### config.mk
export PLATFORM = sky130hd
export DESIGN_NAME = ptw_walker
export DESIGN_NICKNAME = d
export VERILOG_FILES = /design/src/rtl/ptw_pkg.sv /design/src/rtl/ptw_addr_gen.sv /design/src/rtl/ptw_entry_check.sv /design/src/rtl/ptw_walker.sv
export SDC_FILE = /design/constraint.sdc
export NUM_CORES = 1
export LEC_CHECK = 0
export BUFFER_PORTS_ARGS = -buffer_cell sky130_fd_sc_hd__buf_2
export CAP_MARGIN = 20
export CORE_AREA = 2 2 140 142
export CTS_BUF_LIST = sky130_fd_sc_hd__clkbuf_4
export CTS_CLUSTER_SIZE = 28
export DETAILED_ROUTE_END_ITERATION = 7
export DIE_AREA = 0 0 142 144
export PLACE_DENSITY = 0.62
export SYNTH_ARGS = -nofsm -noshare
export SYNTH_HDL_FRONTEND = slang
export SYNTH_HIERARCHICAL = 1
export SYNTH_SLANG_ARGS = --single-unit
export TNS_END_PERCENT = 10
### constraint.sdc
create_clock -name clk -period 3.4 [get_ports clk]
set_clock_uncertainty 0.05 [all_clocks]
set_input_delay 0.68 -clock clk [delete_from_list [all_inputs] [get_ports clk]]
set_output_delay 0.68 -clock clk [all_outputs]
set_load 0.05 [all_outputs]
### src/rtl/ptw_pkg.sv
package ptw_pkg;
   typedef enum logic [2:0] {
      ST_IDLE,
      ST_DIR_REQ,
      ST_DIR_WAIT,
      ST_LEAF_REQ,
      ST_LEAF_WAIT,
      ST_DONE
   } walk_st_t;

   // entry flag positions
   localparam int PRESENT_POS = 0;
   localparam int RD_POS      = 1;
   localparam int WR_POS      = 2;
   localparam int ATTR_LO     = 1;
   localparam int ATTR_HI     = 8;
   localparam int ATTR_W      = ATTR_HI - ATTR_LO + 1;
endpackage

### src/rtl/ptw_addr_gen.sv
module ptw_addr_gen #(
   parameter int VA_W      = 32,
   parameter int DIR_BITS  = 10,
   parameter int TBL_BITS  = 10,
   parameter int OFF_BITS  = 12,
   parameter int ENT_SHIFT = 2
) (
   input  logic [VA_W-1:0] base,
   input  logic [VA_W-1:0] vaddr,
   input  logic [VA_W-1:0] dir_word,
   output logic [VA_W-1:0] dir_addr,
   output logic [VA_W-1:0] leaf_addr
);
   localparam int TBL_LO = OFF_BITS;
   localparam int DIR_LO = OFF_BITS + TBL_BITS;

   logic [DIR_BITS-1:0] dir_idx;
   logic [TBL_BITS-1:0] tbl_idx;
   logic [VA_W-1:0]     leaf_base;
   logic                unused_bits;

   assign dir_idx   = vaddr[DIR_LO +: DIR_BITS];
   assign tbl_idx   = vaddr[TBL_LO +: TBL_BITS];
   assign leaf_base = {dir_word[VA_W-1:OFF_BITS], {OFF_BITS{1'b0}}};
   assign dir_addr  = base + VA_W'({dir_idx, {ENT_SHIFT{1'b0}}});
   assign leaf_addr = leaf_base + VA_W'({tbl_idx, {ENT_SHIFT{1'b0}}});
   assign unused_bits = ^{dir_word[OFF_BITS-1:0], vaddr[OFF_BITS-1:0]};
endmodule

### src/rtl/ptw_entry_check.sv
module ptw_entry_check (
   input  logic [2:0] flags,     // present, read, write
   input  logic       is_leaf,
   input  logic       is_write,
   output logic       ok
);
   import ptw_pkg::*;
   logic perm_ok;

   always_comb begin
      if (!is_leaf)      perm_ok = 1'b1;
      else if (is_write) perm_ok = flags[WR_POS];
      else               perm_ok = flags[RD_POS];
      ok = flags[PRESENT_POS] & perm_ok;
   end
endmodule

### src/rtl/ptw_walker.sv
module ptw_walker #(
   parameter int VA_W       = 32,
   parameter int DIR_BITS   = 10,
   parameter int TBL_BITS   = 10,
   parameter int OFF_BITS   = 12,
   parameter int ENT_SHIFT  = 2,
   parameter bit LATCH_BASE = 1'b1
) (
   input  logic            clk,
   input  logic            rst_n,
   input  logic [VA_W-1:0] dir_base,
   input  logic            req_valid,
   output logic            req_ready,
   input  logic [VA_W-1:0] req_vaddr,
   input  logic            req_write,
   output logic            mem_req_valid,
   input  logic            mem_req_ready,
   output logic [VA_W-1:0] mem_req_addr,
   input  logic            mem_rsp_valid,
   input  logic [VA_W-1:0] mem_rsp_data,
   input  logic            mem_rsp_err,
   output logic            done_valid,
   output logic [VA_W-1:0] done_paddr,
   output logic [7:0]      done_attr,
   output logic            done_fault,
   output logic            done_bus_err,
   output logic [VA_W-1:0] done_vaddr,
   output logic            done_write
);
   import ptw_pkg::*;

   localparam int PG_BITS = VA_W - OFF_BITS;

   if (DIR_BITS + TBL_BITS + OFF_BITS != VA_W) begin : g_split_bad
      $error("address split does not cover VA_W");
   end
   if (OFF_BITS <= ATTR_HI) begin : g_off_bad
      $error("page offset too narrow for attribute field");
   end

   walk_st_t        state;
   logic [VA_W-1:0] va_q, dir_word_q, base_use, dir_addr, leaf_addr, paddr_q;
   logic            wr_q, fault_q, berr_q, entry_ok, accept;
   logic [ATTR_W-1:0] attr_q;

   assign accept = (state == ST_IDLE) && req_valid;

   if (LATCH_BASE) begin : g_base_latch
      logic [VA_W-1:0] base_q;
      always_ff @(posedge clk or negedge rst_n) begin
         if (!rst_n)      base_q <= '0;
         else if (accept) base_q <= dir_base;
      end
      assign base_use = base_q;
   end else begin : g_base_live
      assign base_use = dir_base;
   end

   ptw_addr_gen #(
      .VA_W(VA_W), .DIR_BITS(DIR_BITS), .TBL_BITS(TBL_BITS),
      .OFF_BITS(OFF_BITS), .ENT_SHIFT(ENT_SHIFT)
   ) u_addr (
      .base(base_use), .vaddr(va_q), .dir_word(dir_word_q),
      .dir_addr(dir_addr), .leaf_addr(leaf_addr)
   );

   ptw_entry_check u_chk (
      .flags(mem_rsp_data[2:0]),
      .is_leaf(state == ST_LEAF_WAIT),
      .is_write(wr_q),
      .ok(entry_ok)
   );

   always_ff @(posedge clk or negedge rst_n) begin
      if (!rst_n) begin
         state      <= ST_IDLE;
         va_q       <= '0;
         wr_q       <= 1'b0;
         dir_word_q <= '0;
         paddr_q    <= '0;
         attr_q     <= '0;
         fault_q    <= 1'b0;
         berr_q     <= 1'b0;
      end else begin
         case (state)
            ST_IDLE: if (req_valid) begin
               va_q    <= req_vaddr;
               wr_q    <= req_write;
               paddr_q <= '0;
               attr_q  <= '0;
               fault_q <= 1'b0;
               berr_q  <= 1'b0;
               state   <= ST_DIR_REQ;
            end
            ST_DIR_REQ: if (mem_req_ready) state <= ST_DIR_WAIT;
            ST_DIR_WAIT: if (mem_rsp_valid) begin
               if (mem_rsp_err) begin
                  berr_q <= 1'b1;
                  state  <= ST_DONE;
               end else if (!entry_ok) begin
                  fault_q <= 1'b1;
                  state   <= ST_DONE;
               end else begin
                  dir_word_q <= mem_rsp_data;
                  state      <= ST_LEAF_REQ;
               end
            end
            ST_LEAF_REQ: if (mem_req_ready) state <= ST_LEAF_WAIT;
            ST_LEAF_WAIT: if (mem_rsp_valid) begin
               if (mem_rsp_err) begin
                  berr_q <= 1'b1;
               end else if (!entry_ok) begin
                  fault_q <= 1'b1;
               end else begin
                  paddr_q <= {mem_rsp_data[VA_W-1 -: PG_BITS], va_q[OFF_BITS-1:0]};
                  attr_q  <= mem_rsp_data[ATTR_HI:ATTR_LO];
               end
               state <= ST_DONE;
            end
            default: state <= ST_IDLE;
         endcase
      end
   end

   assign req_ready     = (state == ST_IDLE);
   assign mem_req_valid = (state == ST_DIR_REQ) || (state == ST_LEAF_REQ);
   assign mem_req_addr  = (state == ST_LEAF_REQ) ? leaf_addr : dir_addr;
   assign done_valid    = (state == ST_DONE);
   assign done_paddr    = paddr_q;
   assign done_attr     = attr_q;
   assign done_fault    = fault_q;
   assign done_bus_err  = berr_q;
   assign done_vaddr    = va_q;
   assign done_write    = wr_q;


   reset_ready_chk: assert property (@(posedge clk) $rose(rst_n) |-> req_ready && !mem_req_valid && !done_valid);


   busy_no_ready_chk: assert property (@(posedge clk) disable iff (!rst_n)
      mem_req_valid |-> !req_ready);


   req_hold_chk: assert property (@(posedge clk) disable iff (!rst_n)
      mem_req_valid && !mem_req_ready |=> mem_req_valid && $stable(mem_req_addr));


   dir_absent_chk: assert property (@(posedge clk) disable iff (!rst_n)
      (state == ST_DIR_WAIT) && mem_rsp_valid && !mem_rsp_err && !mem_rsp_data[0]
      |=> done_valid && done_fault);


   class_excl_chk: assert property (@(posedge clk) disable iff (!rst_n)
      done_valid |-> !(done_fault && done_bus_err));


   pulse_once_chk: assert property (@(posedge clk) disable iff (!rst_n)
      done_valid |=> !done_valid && req_ready);
endmodule

==> flow_metrics.env, run 1 <==
export IMPL_outcome="finished, violations left"
export IMPL_failed_checks="setup timing"
export IMPL_wl_met1_um=7290
export IMPL_reg2reg_setup_slack_ns=1.25
export IMPL_hold_violations=0
export IMPL_die_w_um=142
export IMPL_timing_rr_end="done_paddr[24]"
export IMPL_grt_max_degree=70
export IMPL_areaGrowthSynthToFinish_pct=22.3
export IMPL_crit_start="base_use[2]"
export IMPL_max_stage_delay_ns=0.38
export IMPL_max_freq_ghz=0.261
export IMPL_slew_violations=0
export IMPL_multi_input_area_um2=3130
export IMPL_die_area_um2=20400
export IMPL_die_h_um=144
export IMPL_wl_per_cell_um=16.4
export IMPL_rows=51
export IMPL_wl_met3_um=1020
export IMPL_crit_type="flop to primary output"
export IMPL_maxSlewHeadroom=0.556
export IMPL_wirelength_um=15900
export IMPL_cp_top_family="adder cells"
export IMPL_tightest_slew_ns=0.667
export IMPL_drc=0
export IMPL_regToRegStartpoint="state[2]"
export IMPL_syn_area_um2=6820
export IMPL_drtIter0Drc=148
export IMPL_core_area_um2=19100
export IMPL_start_kind="flop"
export IMPL_globalRouteOverflowTotal=0
export IMPL_met2_wirelength_um=7450
export IMPL_finalSetupViolCount=22
export IMPL_critPathSlowestCell="dfrtp_1"
export IMPL_rsz0062_at_grt="true"
export IMPL_finalCoreUtilization=0.437
export IMPL_reg2reg_depth=5
export IMPL_path_buf_inv=3
export IMPL_period_needed_ns=3.83
export IMPL_clock_latency_ns=0.54
export IMPL_num_vias=4666
export IMPL_syn_instance_count=542
export IMPL_antenna_found_initial=1
export IMPL_cts_tree="done"
export IMPL_cp_max_fo=10
export IMPL_dp_slack_ns=0.00567
export IMPL_postLayoutSetupSlackWorst_ns=-0.429
export IMPL_numPortBuffers=209
export IMPL_initial_core_util=0.357
export IMPL_critPathArrivalTime_ns=3.10
export IMPL_fin_crit_sh=1.13
export IMPL_top_layer_used="met5"
export IMPL_drive_above_1_share=0.516
export IMPL_avgViaCountPerCell=4.81
export IMPL_clockBufferDepth=2
export IMPL_crit_end="mem_req_addr[18]"
export IMPL_critPathCaptureType="primary output"
export IMPL_ant_nets=0
export IMPL_cts_buffers=17
export IMPL_hp_class="input pin to asynchronous set/reset pin"
export IMPL_cts_root_buf="clkbuf_4"
export IMPL_hold_buffers=0
export IMPL_crit_chain="ha_2 -> inv_1 -> fa_2 -> and2b_1 -> o2111ai_2 -> a21oi_2 -> o41a_1 -> buf_12 -> nand4_1 -> xnor2_1 -> mux2_2 -> buf_6"
export IMPL_nets=833
export IMPL_n_antenna_cell=0
export IMPL_cts_sinks=130
export IMPL_hpwlAfterDp_um=11100
export IMPL_seq_area_um2=3250
export IMPL_nFillCells=1821
export IMPL_syn_area_per_cell_um2=12.6
export IMPL_grt_pass1_vias=4893
export IMPL_dr_pass1_iters=4
export IMPL_cp_data_required_time_ns=2.67
export IMPL_grt_pass1_wl_um=25400
export IMPL_ios=213
export IMPL_synth_warnings=6
export IMPL_clkSlewWorstSetupHoldPaths_ns=0.14
export IMPL_place_gp_congestion=0.793
export IMPL_track_usage=0.159
export IMPL_maxCapViolations=0
export IMPL_htreeDepth=4
export IMPL_crit_cells=12
[flip-flops by register name (all words and copies together), names as in the netlist]
register      cells
done_paddr       32
done_vaddr       32
state             3
done_bus_err      1
done_write        1
done_fault        1
base_use         32
dir_word_q       20
done_attr         8
[cell usage in the layout (no fill, tap or decap), types with 3 or more instances in the layout]
master	n
nor2b_1	45
nand4_1	8
a21oi_2	3
buf_2	184
inv_6	4
nand3_1	5
nand2_1	14
mux2_1	52
a21oi_1	10
inv_8	6
nor3_1	4
xnor2_1	16
xor2_1	12
buf_6	22
o21ai_0	4
mux2_2	106
inv_1	9
a21o_1	4
buf_12	5
buf_4	9
dfrtp_1	130
clkbuf_4	17
ha_1	8
and4_1	3
nor2_1	10
[metal layers]
| metal | vias up | track usage |
|---|---|---|
| met4 | 2 | 0.0400 |
| li1 | 2222 | - |
| met1 | 2299 | 0.208 |
| met3 | 10 | 0.0579 |
| met2 | 133 | 0.251 |
| met5 | - | 0 |
[stage by stage]
step	hold slack, ns	TNS (ns)	instance area [um2]	std cells
6_report	0.0649	-4.68	8340	970
5_1_grt	0.0532	-9.44	8340	970
4_1_cts	0.0481	-7.73	8320	970
3_5_place_dp	0.430	0	7850	937
3_3_place_gp	0.420	0	7850	937
2_1_floorplan	0.334	0	6820	543
[worst min-delay path by stage]
stage | startpoint | slack [ns] | cells after the start | end
global placement | base_use[0] | 0.42 | 1 | base_use[0]
CTS | rst_n | 0.05 | 1 | done_vaddr[0]
finish | rst_n | 0.06 | 1 | done_fault
global route | rst_n | 0.05 | 1 | done_fault
detailed placement | base_use[1] | 0.43 | 1 | base_use[1]
floorplan | rst_n | 0.33 | 0 | base_use[0]
[final cells by class]
cell class / count / share of cell area
Timing Repair Buffer: 220 / 0.160
Tap cell: 238 / 0.0357
Multi-Input combinational cell: 341 / 0.375
Clock inverter: 15 / 0.0192
Sequential cell: 130 / 0.390
Inverter: 9 / 0.00405
Clock buffer: 17 / 0.0153
[repair_timing]
| item | CTS | global route |
|---|---|---|
| pin swaps | 4 | 3 |
| setup endpoints to repair | 24 | 25 |
| setup buffers | 1 | 0 |
| resized for setup | 52 | 5 |
Power of run 1 is not shown: default switching activity piles up to over one toggle a cycle in this logic, so the estimate is an artifact.
==> inputs of run 2 (changes only) <==
CORE_AREA = 2 2 128 155   (was 2 2 140 142)
DIE_AREA = 0 0 130 157   (was 0 0 142 144)
==> run 2 against run 1 <==
Against the previous run: the run still ends with setup timing left; utilization up 1.1 points; first-iteration DRC count grew 26%; via count rose by 0.99%; sequential cell count unchanged; register-to-register slack worse by 0.02 ns; worst setup slack gained 0.0083 ns; critical path depth rose by 1; global-route usage is 0.25 points higher; non-clock buffer count is 5 higher; largest cell class unchanged; highest routed layer is now met4.
==> flow_metrics.env, run 2 (synthesized netlist as in run 1, its figures left out) <==
export IMPL_areaGrowthSynthToFinish_pct=23.5
export IMPL_htreeDepth=4
export IMPL_num_vias=4712
export IMPL_drtIter0Drc=186
export IMPL_hp_class="input pin to asynchronous set/reset pin"
export IMPL_cts_tree="done"
export IMPL_outcome="finished, violations left"
export IMPL_final_common_cell="buf_2"
export IMPL_period_needed_ns=3.82
export IMPL_failed_checks="setup timing"
export IMPL_cts_root_buf="clkbuf_4"
export IMPL_start_kind="flop"
export IMPL_layout_cells_non_filler=994
export IMPL_drc=0
export IMPL_clockBufferDepth=2
export IMPL_place_gp_congestion=0.791
export IMPL_postLayoutSetupSlackWorst_ns=-0.420
export IMPL_ant_nets=0
export IMPL_hpwlAfterDp_um=11400
export IMPL_slew_violations=0
export IMPL_drive_above_1_share=0.522
export IMPL_die_area_um2=20400
export IMPL_grt_pass1_vias=4831
export IMPL_track_usage=0.162
export IMPL_maxCapViolations=0
export IMPL_crit_type="flop to primary output"
export IMPL_grt_pass1_wl_um=25300
export IMPL_path_buf_inv=4
export IMPL_die_h_um=157
export IMPL_cp_top_family="adder cells"
export IMPL_globalRouteOverflowTotal=0
export IMPL_ios=213
export IMPL_finalCoreUtilization=0.448
export IMPL_clock_latency_ns=0.54
export IMPL_final_cell_mix="183 x buf_2, 129 x dfrtp_1, 105 x mux2_2"
export IMPL_maxSlewHeadroom=0.600
export IMPL_initial_core_util=0.363
export IMPL_max_stage_delay_ns=0.38
export IMPL_wl_per_cell_um=16.2
export IMPL_dpl_cell_count=957
export IMPL_wirelength_um=16100
export IMPL_nFillCells=1809
export IMPL_max_freq_ghz=0.262
export IMPL_hold_buffers=0
export IMPL_critPathSlowestCell="dfrtp_1"
export IMPL_die_w_um=130
export IMPL_grt_max_degree=63
export IMPL_rows=55
export IMPL_cp_max_fo=5
export IMPL_hold_violations=0
export IMPL_critPathArrivalTime_ns=3.09
export IMPL_fin_crit_sh=1.12
export IMPL_tightest_slew_ns=0.600
export IMPL_dr_pass1_iters=4
export IMPL_crit_chain="ha_2 -> inv_2 -> fa_2 -> and2b_1 -> o2111ai_2 -> a21oi_2 -> o41a_1 -> buf_6 -> buf_12 -> nand4_1 -> xnor2_1 -> mux2_4 -> buf_8"
export IMPL_antenna_found_initial=1
export IMPL_clkSlewWorstSetupHoldPaths_ns=0.13
export IMPL_core_area_um2=18800
export IMPL_critPathCaptureType="primary output"
export IMPL_cts_sinks=130
export IMPL_nets=838
export IMPL_cp_data_required_time_ns=2.67
export IMPL_rsz0062_at_grt="true"
export IMPL_cts_buffers=17
export IMPL_numPortBuffers=209
export IMPL_finalSetupViolCount=23
export IMPL_avgViaCountPerCell=4.74
[run 2: cell types whose count changed in the layout (fill, tap and decap cells not counted), moves of 2 or more]
cell,before,now
inv_8,6,0
inv_6,4,2
clkbuf_4,17,19
nor3_1,4,2
nor3_2,1,3
bufinv_16,0,2
buf_4,9,14
clkinv_8,2,0
clkinv_4,2,7
[run 2: repair_timing]
| item | 4_1_cts | 5_1_grt |
|---|---|---|
| endpoints found under the setup margin | 24 | 25 |
| pin swaps | 3 | 2 |
| setup buffers | 1 | 2 |
| gates cloned | 0 | 1 |
| resized for setup | 50 | 12 |
[run 2: cell type report]
cell class              count  area [um2]  share of cell area
flip-flops and latches    130        3250               0.386
multi-input cells         341        3130               0.372
repair buffers            225        1390               0.164
well taps                 256         320              0.0380
clock inverters            14         158              0.0187
clock buffers              18         135              0.0160
inverters                   9        33.8             0.00401
diodes                      1        2.50            0.000297
[run 2: worst paths after layout]
check / from / endpoint / slack, ns / depth (start not counted)
worst min-delay path: rst_n / done_paddr[4] / 0.04 / 1
min in group clk: mem_rsp_data[5] / done_attr[4] / 0.29 / 2
worst max-delay path: base_use[2] / mem_req_addr[30] / -0.42 / 13
worst max register to register: state[1] / done_paddr[25] / 1.23 / 5
worst min register to register: base_use[1] / base_use[1] / 0.45 / 1
max in group asynchronous: rst_n / done_vaddr[7] / 2.45 / 2
[run 2: stage by stage]
stage	worst slack [ns]	setup TNS [ns]	hold WS, ns	instance area, um2
final	-0.420	-5.71	0.0438	8420
after global routing	-0.653	-10.12	0.0290	8420
after CTS	-0.552	-7.71	0.0159	8340
after detailed placement	0.0429	0	0.425	7870
after global placement	0.0610	0	0.423	7870
after floorplan	0.0162	0	0.334	6820
[run 2: layer usage]
metal | global-route usage | vias to the layer above | routed length (um)
met2 | 0.264 | 144 | 7850
met1 | 0.197 | 2319 | 6910
met4 | 0.0548 | 0 | 310
li1 | - | 2229 | -
met5 | 0 | - | 0
met3 | 0.0598 | 20 | 1080
Power of run 2 is left out for the same reason.
